<file path="config.mk">
export PLATFORM = sky130hd
export DESIGN_NAME = tmr_wdog_unit
export DESIGN_NICKNAME = d
export VERILOG_FILES = /design/src/rtl/tw_pkg.sv /design/src/rtl/tw_prescaler.sv /design/src/rtl/tw_timer.sv /design/src/rtl/tw_watchdog.sv /design/src/rtl/tmr_wdog_unit.sv
export SDC_FILE = /design/constraint.sdc
export NUM_CORES = 1
export LEC_CHECK = 0
export ABC_AREA = 1
export BUFFER_PORTS_ARGS = -buffer_cell sky130_fd_sc_hd__buf_2
export CAP_MARGIN = 20
export CORE_UTILIZATION = 58
export CTS_BUF_LIST = sky130_fd_sc_hd__clkbuf_4
export DETAILED_ROUTE_END_ITERATION = 7
export GPL_TIMING_DRIVEN = 0
export PLACE_DENSITY_LB_ADDON = 0.15
export SLEW_MARGIN = 20
export SYNTH_ARGS = -nofsm -noshare
export SYNTH_HDL_FRONTEND = slang
export SYNTH_HIERARCHICAL = 1
export SYNTH_SLANG_ARGS = --single-unit
</file>
<file path="constraint.sdc">
create_clock -name clk -period 2.4 [get_ports clk]
set_input_delay 0 -clock clk [delete_from_list [all_inputs] [get_ports clk]]
set_output_delay 0 -clock clk [all_outputs]
set_load 0.03 [all_outputs]
</file>
<file path="src/rtl/tw_pkg.sv">
package tw_pkg;
   typedef struct packed {
      logic to;
      logic pd;
   } tw_flags_t;
endpackage

</file>
<file path="src/rtl/tw_prescaler.sv">
module tw_prescaler #(
   parameter int SEL_W  = 3,
   parameter int OFFSET = 0
) (
   input  logic             clk,
   input  logic             por_n,
   input  logic             tick,
   input  logic             clr,
   input  logic [SEL_W-1:0] sel,
   output logic             fire
);
   localparam int PRE_W = (1 << SEL_W) - 1 + OFFSET;

   if (OFFSET < 0 || OFFSET > 1) begin : g_bad_offset
      $error("tw_prescaler: OFFSET must be 0 or 1");
   end

   logic [PRE_W-1:0] cnt;
   logic [PRE_W-1:0] mask;

   for (genvar i = 0; i < PRE_W; i++) begin : g_mask
      assign mask[i] = (32'(sel) + 32'(OFFSET)) > 32'(i);
   end

   assign fire = tick && ((cnt & mask) == mask);

   always_ff @(posedge clk or negedge por_n) begin
      if (!por_n)    cnt <= '0;
      else if (clr)  cnt <= '0;
      else if (tick) cnt <= cnt + 1'b1;
   end
endmodule

</file>
<file path="src/rtl/tw_timer.sv">
module tw_timer #(
   parameter int W = 8
) (
   input  logic         clk,
   input  logic         por_n,
   input  logic         wipe,
   input  logic         load,
   input  logic [W-1:0] load_val,
   input  logic         step,
   output logic [W-1:0] q,
   output logic         wrap
);
   always_ff @(posedge clk or negedge por_n) begin
      if (!por_n) begin
         q    <= '0;
         wrap <= 1'b0;
      end else begin
         wrap <= 1'b0;
         if (wipe)      q <= '0;
         else if (load) q <= load_val;
         else if (step) begin
            q    <= q + 1'b1;
            wrap <= &q;
         end
      end
   end
endmodule

</file>
<file path="src/rtl/tw_watchdog.sv">
module tw_watchdog
   import tw_pkg::*;
#(
   parameter int W = 8
) (
   input  logic      clk,
   input  logic      por_n,
   input  logic      run,
   input  logic      step,
   input  logic      kick,
   input  logic      sleep,
   output logic      bite_now,
   output logic      bite,
   output tw_flags_t flags
);
   logic [W-1:0] cnt;

   assign bite_now = run && step && (&cnt) && !kick;

   always_ff @(posedge clk or negedge por_n) begin
      if (!por_n) begin
         cnt      <= '0;
         bite     <= 1'b0;
         flags.to <= 1'b1;
         flags.pd <= 1'b1;
      end else begin
         bite <= bite_now;
         if (kick) begin
            cnt      <= '0;
            flags.to <= 1'b1;
            flags.pd <= 1'b1;
         end else begin
            if (bite_now) begin
               cnt      <= '0;
               flags.to <= 1'b0;
            end else if (run && step) begin
               cnt <= cnt + 1'b1;
            end
            if (sleep) flags.pd <= 1'b0;
         end
      end
   end
endmodule

</file>
<file path="src/rtl/tmr_wdog_unit.sv">
module tmr_wdog_unit
   import tw_pkg::*;
#(
   parameter int TMR_W = 8,
   parameter int WDT_W = 8,
   parameter int SEL_W = 3,
   localparam int CTL_W = 2 * SEL_W + 2
) (
   input  logic             clk,
   input  logic             por_n,
   input  logic             tick_en,
   input  logic             wdt_opt,
   input  logic             wdt_enable,
   input  logic             ctl_we,
   input  logic [CTL_W-1:0] ctl_wdata,
   output logic [CTL_W-1:0] ctl_q,
   input  logic             tmr_we,
   input  logic [TMR_W-1:0] tmr_wdata,
   output logic [TMR_W-1:0] tmr_q,
   input  logic             wdt_clr,
   input  logic             sleep_req,
   output logic             tmr_ovf,
   output logic             wdt_rst,
   output logic             flag_to,
   output logic             flag_pd
);
   localparam logic [CTL_W-1:0] TOP_ONE  = {1'b1, {(CTL_W-1){1'b0}}};
   localparam logic [CTL_W-1:0] SEL_ONES = CTL_W'((1 << (2 * SEL_W)) - 1);
   localparam logic [CTL_W-1:0] CTL_RST  = TOP_ONE | SEL_ONES;

   if (TMR_W < 2 || WDT_W < 2) begin : g_bad_width
      $error("tmr_wdog_unit: counters need at least 2 bits");
   end
   if (SEL_W < 1 || SEL_W > 4) begin : g_bad_sel
      $error("tmr_wdog_unit: SEL_W must lie in 1..4");
   end

   logic [CTL_W-1:0] ctl_r;
   logic [SEL_W-1:0] t_sel, w_sel;
   logic             wd_run, t_fire, w_fire, bite_now;
   tw_flags_t        fl;

   always_ff @(posedge clk or negedge por_n) begin
      if (!por_n)      ctl_r <= CTL_RST;
      else if (ctl_we) ctl_r <= ctl_wdata | TOP_ONE;
   end

   assign t_sel  = ctl_r[2*SEL_W-1:SEL_W];
   assign w_sel  = ctl_r[SEL_W-1:0];
   assign wd_run = wdt_enable && wdt_opt;

   tw_prescaler #(.SEL_W(SEL_W), .OFFSET(1)) u_tpre (
      .clk  (clk),
      .por_n(por_n),
      .tick (tick_en),
      .clr  (tmr_we | bite_now),
      .sel  (t_sel),
      .fire (t_fire)
   );

   tw_prescaler #(.SEL_W(SEL_W), .OFFSET(0)) u_wpre (
      .clk  (clk),
      .por_n(por_n),
      .tick (tick_en & wd_run),
      .clr  (wdt_clr),
      .sel  (w_sel),
      .fire (w_fire)
   );

   tw_timer #(.W(TMR_W)) u_tmr (
      .clk     (clk),
      .por_n   (por_n),
      .wipe    (bite_now),
      .load    (tmr_we),
      .load_val(tmr_wdata),
      .step    (t_fire),
      .q       (tmr_q),
      .wrap    (tmr_ovf)
   );

   tw_watchdog #(.W(WDT_W)) u_wdt (
      .clk     (clk),
      .por_n   (por_n),
      .run     (wd_run),
      .step    (w_fire),
      .kick    (wdt_clr),
      .sleep   (sleep_req),
      .bite_now(bite_now),
      .bite    (wdt_rst),
      .flags   (fl)
   );

   assign ctl_q   = ctl_r;
   assign flag_to = fl.to;
   assign flag_pd = fl.pd;
endmodule

</file>
### After elaboration in Yosys (flattened, before gate mapping)

Index checks and enable logic that the tools add are counted.

* flip-flop bits (word level): 42
* logic and storage cells: 66
* output and inout bits: 20
* input bits: 25

* multiplexer cells: 16
* bitwise gates (word level): 4
* reduce and logical (&&, ||, !) cells: 15
* equality and inequality tests: 2
* $lt $le $gt $ge: 15
* add/sub/neg operators: 5

Operators by type and width (count)
* 32-bit by 3-bit greater-than comparator with 1-bit output, second input constant: 4
* 32-bit by 2-bit greater-than comparator with 1-bit output, second input constant: 2
* 8-bit 2-to-1 mux: 8
* 32-bit by 1-bit greater-than comparator with 1-bit output, second input constant: 1
* 8-bit by 1-bit adder with 8-bit output, second input constant: 3
* 8-bit AND reduction: 2
* 7-bit 2-to-1 mux: 2
* 3-bit greater-than comparator, second input constant: 3
* 8-bit AND: 1
* 8-bit equality test: 1
* 2-bit nonzero test: 4
* 7-bit by 1-bit adder with 7-bit output, second input constant: 1
* 7-bit AND: 1
* 7-bit equality test: 1
* 3-bit by 1-bit greater-than comparator with 1-bit output, second input constant: 2
* 3-bit by 2-bit greater-than comparator with 1-bit output, second input constant: 2
* 1-bit logical AND: 6
* 3-bit nonzero test: 2
* 1-bit 2-to-1 mux: 5
* 3-bit by 1-bit adder with 4-bit output, second input constant: 1
* 4-bit by 1-bit greater-than comparator with 1-bit output, second input constant: 1
* 2-bit 2-to-1 mux: 1
* 1-bit AND: 1
* 1-bit zero test: 1
* 1-bit bitwise OR: 1

### Depth between registers and ports, before layout

* word-level depth: 9
* mapped depth: 19
* gate-level depth less buffers: 19

### Cells and area by module

Netlist, hierarchy kept.

By module, submodules not included
* tw_watchdog: seq. area each 277.8 µm², cells an instance 71, instances 1, area each 605.6 µm²
* tw_timer: seq. area each 225.2 µm², cells an instance 88, instances 1, area each 603.1 µm²
* tw_prescaler at u_tpre: seq. area each 200.2 µm², cells an instance 86, instances 1, area each 575.6 µm²
* tw_prescaler at u_wpre: seq. area each 175.2 µm², cells an instance 63, instances 1, area each 432.9 µm²
* tmr_wdog_unit: seq. area each 182.7 µm², cells an instance 37, instances 1, area each 309.0 µm²

### Least setup slack after synthesis

No wires, ideal clock.

* kind: reg2reg
* start: reg ctl_r[1] (netlist: ctl_q[1])
* end: reg u_tpre.cnt[6]
* arrival: 2133 ps
* library setup time: 113 ps
* setup slack: 154 ps
* period minus slack after synthesis: 2246 ps
* buffers on the path: 0
* cell stages (with the launch flop): 19
* required time: 2287 ps
* path through: dfstp_2 -> inv_1 -> o21ai_0 -> nand2_1 -> nand2_1 -> a21oi_1 -> nand2_2 -> nor3_1 -> nand3_1 -> nor2_1 -> or2_2 -> inv_2 -> nand2_2 -> nand3_2 -> inv_1 -> nand3_1 -> nand2_1 -> nand2_1 -> inv_1

* cells in the longest elaborated chain, start to end: 9
* elaborated cells on any way between the ends: 16
* those cells by class: 7 x order compare; 1 x eq/ne; 1 x mux; 2 x bitwise; 5 x reduce/logical

Ends and longest elaborated chain
* start: declaration: line tmr_wdog_unit.sv:38 `logic [CTL_W-1:0] ctl_r;`
* start signal: assignment: line tmr_wdog_unit.sv:45 `else if (ctl_we) ctl_r <= ctl_wdata | TOP_ONE;`
* 3-bit by 1-bit greater-than comparator with 1-bit output, or another cell as far along: line tw_prescaler.sv:22 `assign mask[i] = (32'(sel) + 32'(OFFSET)) > 32'(i);`
* 7-bit AND: line tw_prescaler.sv:25 `assign fire = tick && ((cnt & mask) == mask);`
* 7-bit equality test (*): line tw_prescaler.sv:25
* 1-bit logical AND (*): line tw_prescaler.sv:25
* net w_fire: line tmr_wdog_unit.sv:40 `logic wd_run, t_fire, w_fire, bite_now;`
* 1-bit logical AND (*) (3 in series): line tw_watchdog.sv:18 `assign bite_now = run && step && (&cnt) && !kick;`
* net bite_now: line tmr_wdog_unit.sv:40
* 1-bit bitwise OR (*): line tmr_wdog_unit.sv:56 `.clr (tmr_we | bite_now),`
* 8-bit 2-to-1 mux / 2-bit nonzero test (equally long branches)
* end signal: assignment: line tw_prescaler.sv:30 `else if (tick) cnt <= cnt + 1'b1;`
* end: declaration: line tw_prescaler.sv:18 `logic [PRE_W-1:0] cnt;`

The timed path passes the listed nets; every way through them passes the cells marked *.
A chain may end at the register's enable or synchronous reset.

### Final worst setup path

* start: reg u_wpre.cnt[1]
* end: reg u_tpre.cnt[6]

* cells in the longest elaborated chain, start to end: 8
* elaborated cells on any way between the ends: 9
* those cells by class: 1 x eq/ne; 1 x mux; 2 x bitwise; 5 x reduce/logical

Ends and longest elaborated chain (line)
* start: declaration: tw_prescaler.sv:18
* start signal: assignment: tw_prescaler.sv:30
* 7-bit AND (*): tw_prescaler.sv:25
* 7-bit equality test (*): tw_prescaler.sv:25
* 1-bit logical AND (*): tw_prescaler.sv:25
* net w_fire: tmr_wdog_unit.sv:40
* 1-bit logical AND (*) (3 in series): tw_watchdog.sv:18
* net bite_now: tmr_wdog_unit.sv:40
* 1-bit bitwise OR (*): tmr_wdog_unit.sv:56
* 8-bit 2-to-1 mux / 2-bit nonzero test (equally long branches)

Marks and branches as above.

==> results.ini <==
[clock_tree]
cts_tree = done
cts_max_path_buffers = 2
cts_sinks = 42
cts-root-buf = clkbuf_4
htreeDepth = 2
cts_buffers = 5
clkTransAtPathRegs_ns = 0.13
clk_latency_ns = 0.36

[worst_hold_path]
hp-start = tick_en
worstHoldEndpoint = u_tpre/cnt[1]
hp-class = input port to flop
hold_depth = 4

[sta]
fin_setup_tns_ns = 0
hold_slack_ns = 0.0511
fmax_mhz = 447
relSlewSlack = 0.372
post-route-period-util = 0.931
worstMarginPinSlew_ns = 0.942
setup_viol = 0
grt_setup_unrepaired = false
layout_setup_ws_ns = 0.165
finalHoldViolations = 0
finalCriticalPeriod_ns = 2.24
drv_slew = 0
skew_ns = 0.0122

[pwr]
power_density_nw_per_um2 = 494
pwr-share-comb = 0.229
vdd_ir_drop_max_mv = 0.338
intPower_mw = 1.12
seq_power_share = 0.490
switchingPower_uw = 518
switching_share = 0.317
power.share.clock = 0.281
leakagePower_nw = 1.70

[floorplan]
chipWidth_um = 68.0
rows = 23
die_area_sq_um = 4620
initial_core_util = 0.618
die_h_um = 68.0
ioPinCount = 45
core_area_sq_um = 4090

[place]
dp_hpwl_mm = 3.64
port_buffers = 41
finalWeightedCongestion = 0.797
pre_cts_ws_ns = -0.125
post-place-cells = 436
placed_area_sq_um = 2790

[cells_and_area]
n_fill_cell = 291
diodes = 0
nets = 468
instances_no_fill = 487
drive_above_1_share = 0.247
layout_common_cells = 107 x nand2_1, 43 x inv_1, 41 x buf_2
stdcell_area_sq_um = 3310
area_growth_pct = 30.9
final_common_cell = nand2_1

[setup_path]
cp_top_family = simple AND/OR/NAND/NOR gates
path_class = flop to flop
cp_max_fo = 4
cp-end-kind = flop
r2r_start = u_wpre/cnt[1]
worstReg2RegEnd = u_tpre/cnt[6]
cp_common_cell = nand2_1
start_kind = flop
cp_data_arrival_time_ns = 2.51
crit_path_top_delay_cell = dfrtp_1
cpPeakStageDelay_ns = 0.44
worstPathRequired_ns = 2.67
crit_chain = nand2_1, a21oi_1, nand2_1, a21oi_2, nand2_2, nor3_2, nand3_2, nor2_4, or2_2, inv_4, nand2_2, nand3_2, o21ai_2, nand2_1, nand2_1, inv_1
reg2reg_depth = 16
critPathBufInv = 2
r2r_slack_ns = 0.16

[route]
routed_wl_mm = 6.33
drtPass1Iterations = 4
first_iter_violations = 143
drc_errors = 0
ant_nets = 0
post_drt_wl_per_cell_um = 13.0
drt-vias-per-instance = 5.17
vias = 2518

[grt]
antenna_found_initial = 0
grt_pass1_vias = 2300
grt_max_degree = 43
grt_use_total = 0.284
overflow = 0
grt_pass1_wl_mm = 9.87

[run_status]
status = complete, no violations

[job]
cap_violations = 0

[synthesis]
ys_seq_elements = 42
syn-num-nets = 377
yosysUniqueCellTypes = 31
syn_inst = 345
synth_area_per_cell_sq_um = 7.32
syn_area_sq_um = 2530
synth_seq_area_share = 0.420
yosysWarnings = 6

==> cells in the mapped netlist <==
cell,n,area share
nand2_1,107,0.16
inv_1,44,0.065
nor2_1,38,0.056
dfrtp_1,34,0.34
nand3_1,26,0.052
a21oi_1,10,0.020
nor2_2,9,0.022
dfstp_2,8,0.083
o21ai_0,8,0.016
o21ai_1,8,0.016
ha_1,7,0.035
nand2_2,7,0.017
inv_2,6,0.0089
nand4_1,5,0.012
nand2_4,3,0.013
nor2_4,3,0.013
xor2_1,3,0.010
buf_6,2,0.0089
nand3_2,2,0.0079
nand3b_1,2,0.0059
nor3_1,2,0.0040
xnor2_1,2,0.0069
buf_4,1,0.0030
conb_1,1,0.0015
mux2i_1,1,0.0040
nor4_1,1,0.0025
o21ai_4,1,0.0064
o21bai_1,1,0.0030
o21bai_2,1,0.0045
o22ai_1,1,0.0025
or2_2,1,0.0025
==> routing by layer <==
metal / GRT usage / vias up / routed length, um
met1: 0.335 / 1161 / 2600
li1: - / 1252 / -
met4: 0.104 / 0 / 167
met5: 0 / - / 0
met2: 0.515 / 86 / 3240
met3: 0.0433 / 19 / 321
==> final cells by class <==
cell class | instances | area (sq um) | share of cell area
clock inverter | 3 | 40.0 | 0.0121
inverter | 50 | 190 | 0.0575
tap | 50 | 62.6 | 0.0189
buffer | 3 | 30.0 | 0.00908
clock buffer | 5 | 37.5 | 0.0114
multi-input combinational | 250 | 1270 | 0.385
timing repair buffer | 84 | 613 | 0.185
sequential | 42 | 1060 | 0.321
==> flip-flops by register name, indices dropped and copies added, names as in the netlist <==
signal       flops
u_tmr/q          8
u_tpre/cnt       8
u_wdt/bite       1
u_tmr/wrap       1
u_wpre/cnt       7
u_wdt/flags      2
ctl_q            7
u_wdt/cnt        8
==> worst max-delay path by stage <==
stage | start | endpoint | slack [ns] | cells past startpoint
CTS | ctl_q[1] | u_tpre/cnt[6] | 0.07 | 17
floorplan | ctl_q[1] | u_tpre/cnt[6] | 0.15 | 18
detailed placement | tick_en | u_tpre/cnt[6] | -0.12 | 19
global route | u_wpre/cnt[4] | u_tpre/cnt[7] | 0.01 | 14
finish | u_wpre/cnt[1] | u_tpre/cnt[6] | 0.16 | 16
global placement | tick_en | u_tpre/cnt[6] | -0.10 | 19
==> metrics by stage <==
stage	power, mW	utilization
6_report	1.63	0.809
5_1_grt	1.72	0.809
4_1_cts	1.63	0.792
3_5_place_dp	1.12	0.684
3_3_place_gp	1.11	0.684
2_1_floorplan	1.02	-
==> worst reg2reg max path, stage by stage, from the launching register on <==
cell     delay [ns]
dfrtp_1        0.44
nand2_1        0.11
a21oi_1        0.15
nand2_1        0.08
a21oi_2        0.15
nand2_2        0.10
nor3_2         0.20
nand3_2        0.14
nor2_4         0.12
or2_2          0.17
inv_4          0.04
nand2_2        0.08
nand3_2        0.09
o21ai_2        0.15
nand2_1        0.06
nand2_1        0.05
inv_1          0.03
==> logic make-up after synthesis <==
family / after synthesis / synth area share
adders and majority gates: 7 / 0.0347
and+or+nand+nor: 206 / 0.368
DFF: 42 / 0.420
other: 1 / 0.00148
muxes: 1 / 0.00396
AOI/OAI and AO/OA: 30 / 0.0679
buffers and inverters: 53 / 0.0862
xor gates and xnor gates: 5 / 0.0173
==> power by group through the flow <==
stage	logic, mW	clock network (mW)	registers [mW]
6_report	0.374	0.460	0.801
3_5_place_dp	0.308	0	0.813
2_1_floorplan	0.150	0	0.870
5_1_grt	0.414	0.495	0.810
3_3_place_gp	0.302	0	0.811
4_1_cts	0.360	0.474	0.799
==> timing repair <==
action | CTS | global route
buffers inserted | 3 | 6
hold buffers | 34 | 0
endpoints found under the setup margin | 4 | 6
resized for setup | 1 | 9
pin swaps | 1 | 3
hold endpoints to repair | 54 | 0
Power figures use the tool's default switching activity.
